[config.mk]
export PLATFORM = sky130hd
export DESIGN_NAME = erase_verify_ctrl
export DESIGN_NICKNAME = d
export VERILOG_FILES = /design/src/rtl/erz_pkg.sv /design/src/rtl/erz_phase_timer.sv /design/src/rtl/erz_budget.sv /design/src/rtl/erz_addr_walk.sv /design/src/rtl/erase_verify_ctrl.sv
export SDC_FILE = /design/constraint.sdc
export NUM_CORES = 1
export LEC_CHECK = 0
export ABC_AREA = 1
export ABC_CLOCK_PERIOD_IN_PS = 5900
export BUFFER_PORTS_ARGS = -buffer_cell sky130_fd_sc_hd__buf_2
export CAP_MARGIN = 15
export CORE_MARGIN = 5
export CORE_UTILIZATION = 55
export CTS_CLUSTER_SIZE = 14
export DETAILED_ROUTE_END_ITERATION = 16
export GPL_TIMING_DRIVEN = 1
export MAX_ROUTING_LAYER = met4
export PLACE_DENSITY = 0.75
export REMOVE_ABC_BUFFERS = 1
export SYNTH_ARGS = -nofsm -noshare
export SYNTH_HDL_FRONTEND = slang
export SYNTH_SLANG_ARGS = --single-unit
[constraint.sdc]
create_clock -name clk -period 5.9 [get_ports clk]
set_input_delay 0.885 -clock clk [delete_from_list [all_inputs] [get_ports clk]]
set_output_delay 0.885 -clock clk [all_outputs]
set_load 0.05 [all_outputs]
[src/rtl/erz_pkg.sv]
package erz_pkg;

   typedef enum logic [2:0] {
      ST_IDLE,
      ST_DECIDE,
      ST_HV_RISE,
      ST_PULSE,
      ST_HV_FALL,
      ST_SETUP,
      ST_READ
   } erz_state_e;

endpackage

[src/rtl/erz_phase_timer.sv]
module erz_phase_timer #(
   parameter int unsigned W = 8
) (
   input  logic         clk,
   input  logic         rst_n,
   input  logic         load,
   input  logic [W-1:0] val,
   output logic         expired
);

   logic [W-1:0] cnt_q;

   always_ff @(posedge clk or negedge rst_n) begin
      if (!rst_n)
         cnt_q <= '0;
      else if (load)
         cnt_q <= val;
      else if (cnt_q != '0)
         cnt_q <= cnt_q - 1'b1;
   end

   assign expired = (cnt_q == '0);

endmodule

[src/rtl/erz_budget.sv]
module erz_budget #(
   parameter int unsigned MAX_PULSES = 10,
   parameter int unsigned PULSE_CYC  = 4,
   parameter int unsigned CAP_CYC    = 30
) (
   input  logic                                clk,
   input  logic                                rst_n,
   input  logic                                clr,
   input  logic                                take,
   output logic [$clog2(MAX_PULSES+1)-1:0]     count,
   output logic                                may_issue
);

   localparam int unsigned PW         = $clog2(MAX_PULSES + 1);
   localparam bit          TIME_BINDS = (CAP_CYC < MAX_PULSES * PULSE_CYC);

   logic count_ok;

   always_ff @(posedge clk or negedge rst_n) begin
      if (!rst_n)
         count <= '0;
      else if (clr)
         count <= '0;
      else if (take)
         count <= count + 1'b1;
   end

   assign count_ok = (count < PW'(MAX_PULSES));

   assert_pulse_cap_R2: assert property (@(posedge clk) disable iff (!rst_n)
      count <= PW'(MAX_PULSES));

   generate
      if (TIME_BINDS) begin : g_timed
         localparam int unsigned TW = $clog2(CAP_CYC + PULSE_CYC + 1);
         localparam logic [TW-1:0] PULSE_W = TW'(PULSE_CYC);
         localparam logic [TW-1:0] CAP_W   = TW'(CAP_CYC);
         logic [TW-1:0] total_q;

         always_ff @(posedge clk or negedge rst_n) begin
            if (!rst_n)
               total_q <= '0;
            else if (clr)
               total_q <= '0;
            else if (take)
               total_q <= total_q + PULSE_W;
         end

         assign may_issue = count_ok && ((total_q + PULSE_W) <= CAP_W);

         assert_time_cap_R3: assert property (@(posedge clk) disable iff (!rst_n)
            total_q <= CAP_W);
      end else begin : g_count_only
         assign may_issue = count_ok;
      end
   endgenerate

endmodule

[src/rtl/erz_addr_walk.sv]
module erz_addr_walk #(
   parameter int unsigned AW = 19
) (
   input  logic          clk,
   input  logic          rst_n,
   input  logic          init,
   input  logic [AW-1:0] lo_in,
   input  logic [AW-1:0] hi_in,
   input  logic          begin_pass,
   input  logic          advance,
   input  logic          mark_fail,
   output logic [AW-1:0] cur,
   output logic [AW-1:0] fail_addr,
   output logic          last_byte
);

   logic [AW-1:0] lo_q, hi_q, resume_q;
   logic [AW:0]   span, seen_q;

   assign span      = {1'b0, hi_q} - {1'b0, lo_q} + 1'b1;
   assign last_byte = ((seen_q + 1'b1) == span);

   always_ff @(posedge clk or negedge rst_n) begin
      if (!rst_n) begin
         lo_q      <= '0;
         hi_q      <= '0;
         resume_q  <= '0;
         cur       <= '0;
         fail_addr <= '0;
         seen_q    <= '0;
      end else if (init) begin
         lo_q      <= lo_in;
         hi_q      <= hi_in;
         resume_q  <= lo_in;
         cur       <= lo_in;
         fail_addr <= '0;
         seen_q    <= '0;
      end else begin
         if (begin_pass) begin
            cur    <= resume_q;
            seen_q <= '0;
         end else if (advance) begin
            cur    <= (cur == hi_q) ? lo_q : cur + 1'b1;
            seen_q <= seen_q + 1'b1;
         end
         if (mark_fail) begin
            resume_q  <= cur;
            fail_addr <= cur;
         end
      end
   end

   assert_walk_in_window_R8: assert property (@(posedge clk) disable iff (!rst_n)
      (lo_q <= hi_q) |-> ((cur >= lo_q) && (cur <= hi_q)));

endmodule

[src/rtl/erase_verify_ctrl.sv]
module erase_verify_ctrl #(
   parameter int unsigned AW         = 19,
   parameter int unsigned DW         = 8,
   parameter int unsigned PULSE_CYC  = 5_000_000,
   parameter int unsigned GUARD_CYC  = 20,
   parameter int unsigned MAX_PULSES = 10,
   parameter int unsigned CAP_CYC    = 30_000_000
) (
   input  logic                              clk,
   input  logic                              rst_n,
   input  logic                              start,
   input  logic [AW-1:0]                     addr_lo,
   input  logic [AW-1:0]                     addr_hi,
   input  logic [DW-1:0]                     rd_data,
   output logic [AW-1:0]                     mem_addr,
   output logic                              ce_n,
   output logic                              oe_n,
   output logic                              hv_req,
   output logic                              done,
   output logic                              pass,
   output logic                              fail,
   output logic [$clog2(MAX_PULSES+1)-1:0]   pulses_used,
   output logic [AW-1:0]                     fail_addr
);

   import erz_pkg::*;

   localparam int unsigned LONGEST = (PULSE_CYC > GUARD_CYC) ? PULSE_CYC : GUARD_CYC;
   localparam int unsigned TMW     = $clog2(LONGEST + 1);
   localparam logic [TMW-1:0] PULSE_LD = TMW'(PULSE_CYC - 1);
   localparam logic [TMW-1:0] GUARD_LD = TMW'(GUARD_CYC - 1);
   localparam logic [DW-1:0]  BLANK    = '1;

   generate
      if (PULSE_CYC < 1)  begin : g_bad_pulse  $error("PULSE_CYC must be at least 1");  end
      if (GUARD_CYC < 1)  begin : g_bad_guard  $error("GUARD_CYC must be at least 1");  end
      if (MAX_PULSES < 1) begin : g_bad_max    $error("MAX_PULSES must be at least 1"); end
      if (CAP_CYC < PULSE_CYC) begin : g_bad_cap $error("CAP_CYC below one pulse"); end
      if (AW < 1 || DW < 1) begin : g_bad_width $error("AW and DW must be positive"); end
   endgenerate

   erz_state_e st_q, st_d;
   logic tmr_load, tmr_done;
   logic [TMW-1:0] tmr_val;
   logic walk_init, walk_begin, walk_adv, walk_fail, walk_last;
   logic bud_clr, bud_take, bud_ok;
   logic end_pass, end_fail;

   erz_phase_timer #(.W(TMW)) u_timer (
      .clk(clk), .rst_n(rst_n), .load(tmr_load), .val(tmr_val), .expired(tmr_done)
   );

   erz_budget #(.MAX_PULSES(MAX_PULSES), .PULSE_CYC(PULSE_CYC), .CAP_CYC(CAP_CYC)) u_budget (
      .clk(clk), .rst_n(rst_n), .clr(bud_clr), .take(bud_take),
      .count(pulses_used), .may_issue(bud_ok)
   );

   erz_addr_walk #(.AW(AW)) u_walk (
      .clk(clk), .rst_n(rst_n), .init(walk_init), .lo_in(addr_lo), .hi_in(addr_hi),
      .begin_pass(walk_begin), .advance(walk_adv), .mark_fail(walk_fail),
      .cur(mem_addr), .fail_addr(fail_addr), .last_byte(walk_last)
   );

   always_comb begin
      st_d       = st_q;
      tmr_load   = 1'b0;
      tmr_val    = GUARD_LD;
      walk_init  = 1'b0;
      walk_begin = 1'b0;
      walk_adv   = 1'b0;
      walk_fail  = 1'b0;
      bud_clr    = 1'b0;
      bud_take   = 1'b0;
      end_pass   = 1'b0;
      end_fail   = 1'b0;
      unique case (st_q)
         ST_IDLE: if (start) begin
            walk_init = 1'b1;
            bud_clr   = 1'b1;
            st_d      = ST_DECIDE;
         end
         ST_DECIDE: if (bud_ok) begin
            bud_take = 1'b1;
            tmr_load = 1'b1;
            st_d     = ST_HV_RISE;
         end else begin
            end_fail = 1'b1;
            st_d     = ST_IDLE;
         end
         ST_HV_RISE: if (tmr_done) begin
            tmr_load = 1'b1;
            tmr_val  = PULSE_LD;
            st_d     = ST_PULSE;
         end
         ST_PULSE: if (tmr_done) begin
            tmr_load = 1'b1;
            st_d     = ST_HV_FALL;
         end
         ST_HV_FALL: if (tmr_done) begin
            walk_begin = 1'b1;
            tmr_load   = 1'b1;
            st_d       = ST_SETUP;
         end
         ST_SETUP: if (tmr_done) st_d = ST_READ;
         ST_READ: if (rd_data == BLANK) begin
            walk_adv = 1'b1;
            if (walk_last) begin
               end_pass = 1'b1;
               st_d     = ST_IDLE;
            end else begin
               tmr_load = 1'b1;
               st_d     = ST_SETUP;
            end
         end else begin
            walk_fail = 1'b1;
            st_d      = ST_DECIDE;
         end
         default: st_d = ST_IDLE;
      endcase
   end

   always_ff @(posedge clk or negedge rst_n) begin
      if (!rst_n) begin
         st_q <= ST_IDLE;
         done <= 1'b0;
         pass <= 1'b0;
         fail <= 1'b0;
      end else begin
         st_q <= st_d;
         done <= end_pass | end_fail;
         if (walk_init) begin
            pass <= 1'b0;
            fail <= 1'b0;
         end else if (end_pass | end_fail) begin
            pass <= end_pass;
            fail <= end_fail;
         end
      end
   end

   assign hv_req = (st_q == ST_HV_RISE) || (st_q == ST_PULSE) || (st_q == ST_HV_FALL);
   assign ce_n   = !((st_q == ST_PULSE) || (st_q == ST_SETUP) || (st_q == ST_READ));
   assign oe_n   = (st_q != ST_READ);

   assert_hv_leads_pulse_R6: assert property (@(posedge clk) disable iff (!rst_n)
      ($fell(ce_n) && hv_req) |-> $past(hv_req));

   assert_hv_trails_pulse_R6: assert property (@(posedge clk) disable iff (!rst_n)
      ($rose(ce_n) && $past(hv_req)) |-> hv_req);

   assert_addr_held_in_read_R7: assert property (@(posedge clk) disable iff (!rst_n)
      !oe_n |-> $stable(mem_addr));

   assert_done_single_R9: assert property (@(posedge clk) disable iff (!rst_n)
      done |=> !done);

   assert_done_verdict_R9: assert property (@(posedge clk) disable iff (!rst_n)
      done |-> (pass != fail));

endmodule

Word-level counts from Yosys, hierarchy flattened
Cells that the tools add are included.
{ "totals": {"reg_bits": 174, "in_bits": 49, "out_inout_bits": 48} }
{ "classes": {"n_addsub": 7, "n_lt_le_gt_ge": 2, "n_eq_ne": 15, "muxes": 49, "bitwise": 1, "reduce_logical": 16} }
{ "op_table": {"columns": ["cell", "count"], "rows": [
  ["two-way mux 19 bit", 7],
  ["two-way mux 23 bit", 4],
  ["two-way mux 20 bit", 3],
  ["two-way mux 26 bit", 2],
  ["adder 20 x 1 -> 20 bit (second input constant)", 2],
  ["adder 26 x 23 -> 26 bit (second input constant)", 1],
  ["<= comparator 26 x 25 -> 1 bit (second input constant)", 1],
  ["zero test 23 bit", 1],
  ["nonzero test 23 bit", 1],
  ["subtractor 23 x 1 -> 23 bit (second input constant)", 1],
  ["two-way mux 1 bit", 21],
  ["two-way mux 3 bit", 7],
  ["case mux 3 bit (7 select lines)", 1],
  ["equality test 20 bit", 1],
  ["subtractor 19 x 19 -> 20 bit", 1],
  ["adder 19 x 1 -> 19 bit (second input constant)", 1],
  ["equality test 19 bit", 1],
  ["inequality test 2 bit (second input constant)", 5],
  ["equality test 3 bit (second input constant)", 3],
  ["equality test 8 bit (second input constant)", 1],
  ["two-way mux 4 bit", 2],
  ["nonzero test 2 bit", 4],
  ["equality test 3 x 2 -> 1 bit (second input constant)", 2],
  ["AND reduction 5 bit", 1],
  ["other kinds (13)", 16]
]} }

Logic depth before layout (Yosys ltp)
{ "depth": {"ltp_word": 9, "depth_mapped": 25, "ltp_nobuf": 25} }

Hierarchy
A second synthesis with hierarchy kept.
{ "hier_totals": {"cells_unflattened": 1666, "area_unflattened_um2": 11618.6} }
{ "modules_own_cells": {"columns": ["mod", "instances", "cells_each", "area_each_um2", "seq_area_each_um2"], "rows": [
  ["erz_addr_walk", 1, 1113, 7782.5, 2877.8],
  ["erz_budget", 1, 243, 1719.1, 600.6],
  ["erz_phase_timer", 1, 237, 1657.8, 575.6],
  ["erase_verify_ctrl", 1, 73, 459.2, 150.1]
]} }

Worst setup path before layout
No wires, ideal clock.
{ "synth_timing": {"path_kind": "register to register", "start": "reg u_walk.hi_q[1]", "end": "reg u_timer.cnt_q[11]", "setup_time_ns": 0.113, "arrival_ns": 2.719, "required_ns": 5.787, "slack_ns": 3.068, "path_stages_with_launch": 25, "n_path_buf": 0, "period_less_slack_ns": 2.832, "path_cell_list": "dfrtp_1 inv_1 ha_1 inv_1 ha_1 inv_1 fa_1 inv_1 nand3_1 nand2_1 nand2_1 nand2_1 nand2_1 nand2_1 nand2_1 nand3_1 nand2_1 nor2_1 nand2_1 nor2_2 nand3_2 a21oi_4 nand2_4 nand2_1 inv_1"} }
{ "synth_between": {"elab_chain_len": 7, "word_cells_on_any_way": 8, "cone_classes": "2 x add/sub; 1 x eq/ne; 4 x mux; 1 x reduce/logical"} }
{ "synth_rtl": {"columns": ["element", "line", "text"], "rows": [
  ["start, declared", "erz_addr_walk.sv:17", "logic [AW-1:0] lo_q, hi_q, resume_q;"],
  ["start signal, assigned", "erz_addr_walk.sv:33", "hi_q <= hi_in;"],
  ["subtractor 19 x 19 -> 20 bit (*)", "erz_addr_walk.sv:20", "assign span = {1'b0, hi_q} - {1'b0, lo_q} + 1'b1;"],
  ["adder 20 x 1 -> 20 bit (*)", "erz_addr_walk.sv:20", null],
  ["equality test 20 bit (*)", "erz_addr_walk.sv:21", "assign last_byte = ((seen_q + 1'b1) == span);"],
  ["two-way mux 1 bit (*)", "erase_verify_ctrl.sv:107", "if (walk_last) begin"],
  ["two-way mux 1 bit (*)", "erase_verify_ctrl.sv:105", "ST_READ: if (rd_data == BLANK) begin"],
  ["case mux 1 bit (3 select lines) (*)", "erase_verify_ctrl.sv:76", "unique case (st_q)"],
  ["two-way mux 23 bit or nonzero test 2 bit (tied branches)", null, null],
  ["end signal, assigned", "erz_phase_timer.sv:17", "cnt_q <= val;"],
  ["end signal, assigned", "erz_phase_timer.sv:19", "cnt_q <= cnt_q - 1'b1;"],
  ["end, declared", "erz_phase_timer.sv:11", "logic [W-1:0] cnt_q;"]
]} }
Every way passes the cells marked *; elsewhere a longest branch is shown, timed or not.
A chain may end at the register's enable or synchronous reset.

Final worst setup path
{ "layout_timing": {"start": "reg u_timer.cnt_q[0]", "end": "reg u_walk.cur[17]"} }
{ "layout_between": {"elab_chain_len": 5, "word_cells_on_any_way": 6, "cone_classes": "4 x mux; 2 x reduce/logical"} }
{ "layout_rtl": {"columns": ["element", "line", "text"], "rows": [
  ["zero test 23 bit (*)", "erz_phase_timer.sv:22", "assign expired = (cnt_q == '0);"],
  ["two-way mux 1 bit (*)", "erase_verify_ctrl.sv:99", "ST_HV_FALL: if (tmr_done) begin"],
  ["two-way mux 1 bit (*)", "erase_verify_ctrl.sv:76", null],
  ["two-way mux 19 bit", "erz_addr_walk.sv:39", "if (begin_pass) begin"],
  ["two-way mux 19 bit", "erz_addr_walk.sv:31", "end else if (init) begin"],
  ["end signal, assigned", "erz_addr_walk.sv:35", "cur <= lo_in;"],
  ["end signal, assigned", "erz_addr_walk.sv:40", "cur <= resume_q;"],
  ["end signal, assigned", "erz_addr_walk.sv:43", "cur <= (cur == hi_q) ? lo_q : cur + 1'b1;"],
  ["end, declared", "erz_addr_walk.sv:12", "output logic [AW-1:0] cur,"]
]} }
Marked as above.

==> results by group <==
Placed design
  – Port bufs: 96
  – Inst Count DP: 1764
  – HPWL Detailed: 20500 µm
  – GP Congestion: 0.925
  – Placed cell area: 0.0113 mm²

GRT
  – Largest net degree at the start of global routing: 83
  – Initial antenna violation count: 0
  – Global route overflow: 0
  – First-pass GRT wire length: 46900 µm
  – GRT Resource Usage Total: 26.7%
  – Vias in the first global route: 9458

Route
  – Starting DRT DRC Count: 814
  – Avg WL per Cell: 15.7 µm
  – Via count: 9922
  – Vias per Instance: 5.52
  – Top Metal Used: met4
  – M1 WL: 12600 µm
  – Met2 Routed Length: 13300 µm
  – Metal3 WL: 1670 µm
  – DR pass1 iterations: 6
  – Antenna viol nets, final: 0
  – DRT Wirelength: 28200 µm
  – DRC errors left: 0

Power and ir drop
  – Leakage: 6.13 nW
  – PnR Total Power: 7.71 mW
  – Power Density: 647 mW/mm²
  – Peak supply drop: 0.406 mV

Yosys
  – FF+latch count, synth: 168
  – Ys Warns: 0
  – Syn avg cell area: 7.35 µm²
  – Sequential share of the synthesized area: 39.5%
  – Gate Count Post-Synth: 1448
  – Synth Cell Area: 0.0106 mm²
  – Synth cell types: 46

Floorplan
  – Initial core utilization: 56.3%
  – Core ar.: 0.0189 mm²
  – Die area: 0.0222 mm²
  – Die W: 149 µm
  – Top Ports: 97
  – Die H: 149 µm
  – FP Rows: 50

Layout
  – Cell Count, Final, Fillers Out: 1796
  – # fillers: 1720
  – Design area: 0.0119 mm²
  – Share of layout cells above drive strength 1: 11.8%
  – Synth-to-Final Area Change: 12.0%
  – Nets@finish: 1616
  – Antenna Cells: 0
  – Post-layout util: 63.1%

Critical path
  – CP Data Required Time: 6.23 ns
  – Crit. End Element: register
  – Crit path arrival time: 4.04 ns
  – CP startpoint kind: register
  – CP max FO: 27
  – Kind of critical path: reg2reg

CTS
  – H-tree level count: 4
  – CTS Buffer Depth: 2
  – Root Buffer: clkbuf_16
  – Clock sink count: 168
  – Total CTS buffers: 17
  – Clock transition at path regs: 0.07 ns
  – Worst skew pair latency: 0.45 ns
  – Post-CTS Setup Bufs: 0
  – Post-cts sizing count: 0
  – CTS tree: yes
  – Hold buffers post-CTS: 0

Timing
  – Fmax achieved: 270 MHz
  – Clock Skew: 0.0106 ns
  – Final Hold Viols: 0
  – Max-slew violations: 0
  – Max transition margin: 31.1%
  – Worst Max-Slew Pin Slew: 1.03 ns
  – Final Cycle Share: 62.8%
  – RSZ-0062 raised after global routing: false
  – Final setup violation count: 0
  – Setup TNS: 0 ns
  – Post-layout min period: 3.71 ns

Min path
  – Min-Delay Path Class: in2async

Run
  – Max cap viols: 0

Run status
  – Outcome: finished, final reports clean
[registers in the layout, summed over array words and instances, names as in the netlist]
signal	flops
pass	1
fail	1
u_budget.count	4
u_walk.fail_addr	19
done	1
u_timer.cnt_q	23
st_q	3
u_budget.g_timed.total_q	20
u_walk.seen_q	20
u_walk.hi_q	19
u_walk.cur	19
u_walk.lo_q	19
u_walk.resume_q	19
[worst paths after layout]
check	start	slack (ns)	cells after the start	end
worst max register to register	u_timer.cnt_q[0]	2.19	16	u_walk.cur[17]
min in group clk	u_walk.fail_addr[5]	0.48	2	u_walk.fail_addr[5]
worst max-delay path	u_timer.cnt_q[0]	2.19	16	u_walk.cur[17]
worst min register to register	u_walk.fail_addr[5]	0.48	2	u_walk.fail_addr[5]
worst min-delay path	rst_n	0.44	1	u_budget.g_timed.total_q[20]
max in group asynchronous	rst_n	4.13	2	u_walk.resume_q[7]
[where the power goes]
group / total [mW] / switching (mW) / internal [mW]
clock network: 1.18 / 0.534 / 0.643
registers: 2.09 / 0.472 / 1.62
logic: 4.44 / 2.96 / 1.48
total: 7.71 / 3.97 / 3.75
[critical path, stage by stage, from the launching register on]
cell,delay (ns)
dfrtp_1,0.38
inv_1,0.11
ha_1,0.20
inv_1,0.05
nor3_1,0.19
inv_1,0.12
nor2_2,0.20
inv_2,0.07
nor3_4,0.17
nand3_2,0.17
inv_2,0.20
a21oi_1,0.18
nand2_1,0.83
buf_4,0.43
nand3_1,0.12
a21oi_1,0.12
nor2_1,0.05
[cells in the mapped netlist (all sizes together)]
cell | instances | share of area (%)
a21boi | 1 | 0.071
a21o | 2 | 0.14
a21oi | 35 | 1.8
a22o | 2 | 0.16
a31oi | 15 | 0.88
a41oi | 2 | 0.16
and3 | 1 | 0.059
buf | 17 | 0.89
clkbuf | 31 | 1.1
clkinv | 1 | 0.035
dfrtp | 168 | 40
fa | 1 | 0.19
ha | 43 | 5.1
inv | 153 | 5.4
nand2 | 461 | 17
nand3 | 130 | 6.3
nand3b | 9 | 0.64
nand4 | 18 | 1.1
nor2 | 129 | 5.0
nor3 | 28 | 1.7
nor4 | 5 | 0.29
o211ai | 29 | 2.0
o21ai | 70 | 3.3
o21bai | 2 | 0.14
o221ai | 2 | 0.16
o22ai | 15 | 0.88
or2 | 5 | 0.29
xnor2 | 28 | 2.3
xor2 | 45 | 3.7
[logic make-up (layout without fill, tap and decap cells)]
kind of cell             Yosys count  count (layout)  share of synthesized area (%)
buffers and inverters            202             290                           7.44
adder cells (fa/ha/maj)           44              44                           5.25
AO/OA/AOI/OAI                    175             175                           9.77
flip-flops                       168             168                           39.5
XOR/XNOR                          73              73                           6.01
AND/OR/NAND/NOR                  786             786                           32.0
[metal layers]
layer | vias to the layer above | track usage, %
li1 | 4869 | -
met1 | 4697 | 35.6
met2 | 306 | 42.2
met3 | 50 | 3.95
met4 | 0 | 8.65
met5 | - | -
[through the flow]
stage          hold WS [ns]  setup WS (ns)
4_1_cts               0.481           2.21
2_1_floorplan         0.465          0.891
6_report              0.442           2.19
5_1_grt               0.503           1.90
3_3_place_gp          0.460           1.97
3_5_place_dp          0.460           1.90
[area by class of cell]
class	count	area [µm²]	area share, %
multi-input cells	1078	5650	47.4
flip-flops and latches	168	4200	35.3
inverters	154	581	4.87
repair buffers	104	547	4.59
well taps	260	325	2.73
clock buffers	17	425	3.57
clock inverters	15	188	1.57
[placed cells by master (no fill, tap or decap), types with 5 or more instances in the layout]
master       n
o21ai_1      6
nand4_1     18
xor2_1      45
o21ai_0     63
dfrtp_1    168
a31oi_1     15
nand3_2      5
clkbuf_16   17
a21oi_1     33
inv_2        5
inv_1      147
nand2_1    453
nor4_1       5
buf_4        8
ha_1        43
o211ai_1    29
nor3_1      21
buf_2       95
xnor2_1     28
nor3_2       6
nor2_1     115
nor2_2      11
nand3_1    125
nand3b_1     9
o22ai_1     15
Note: power is estimated with default switching activity, not from simulation.
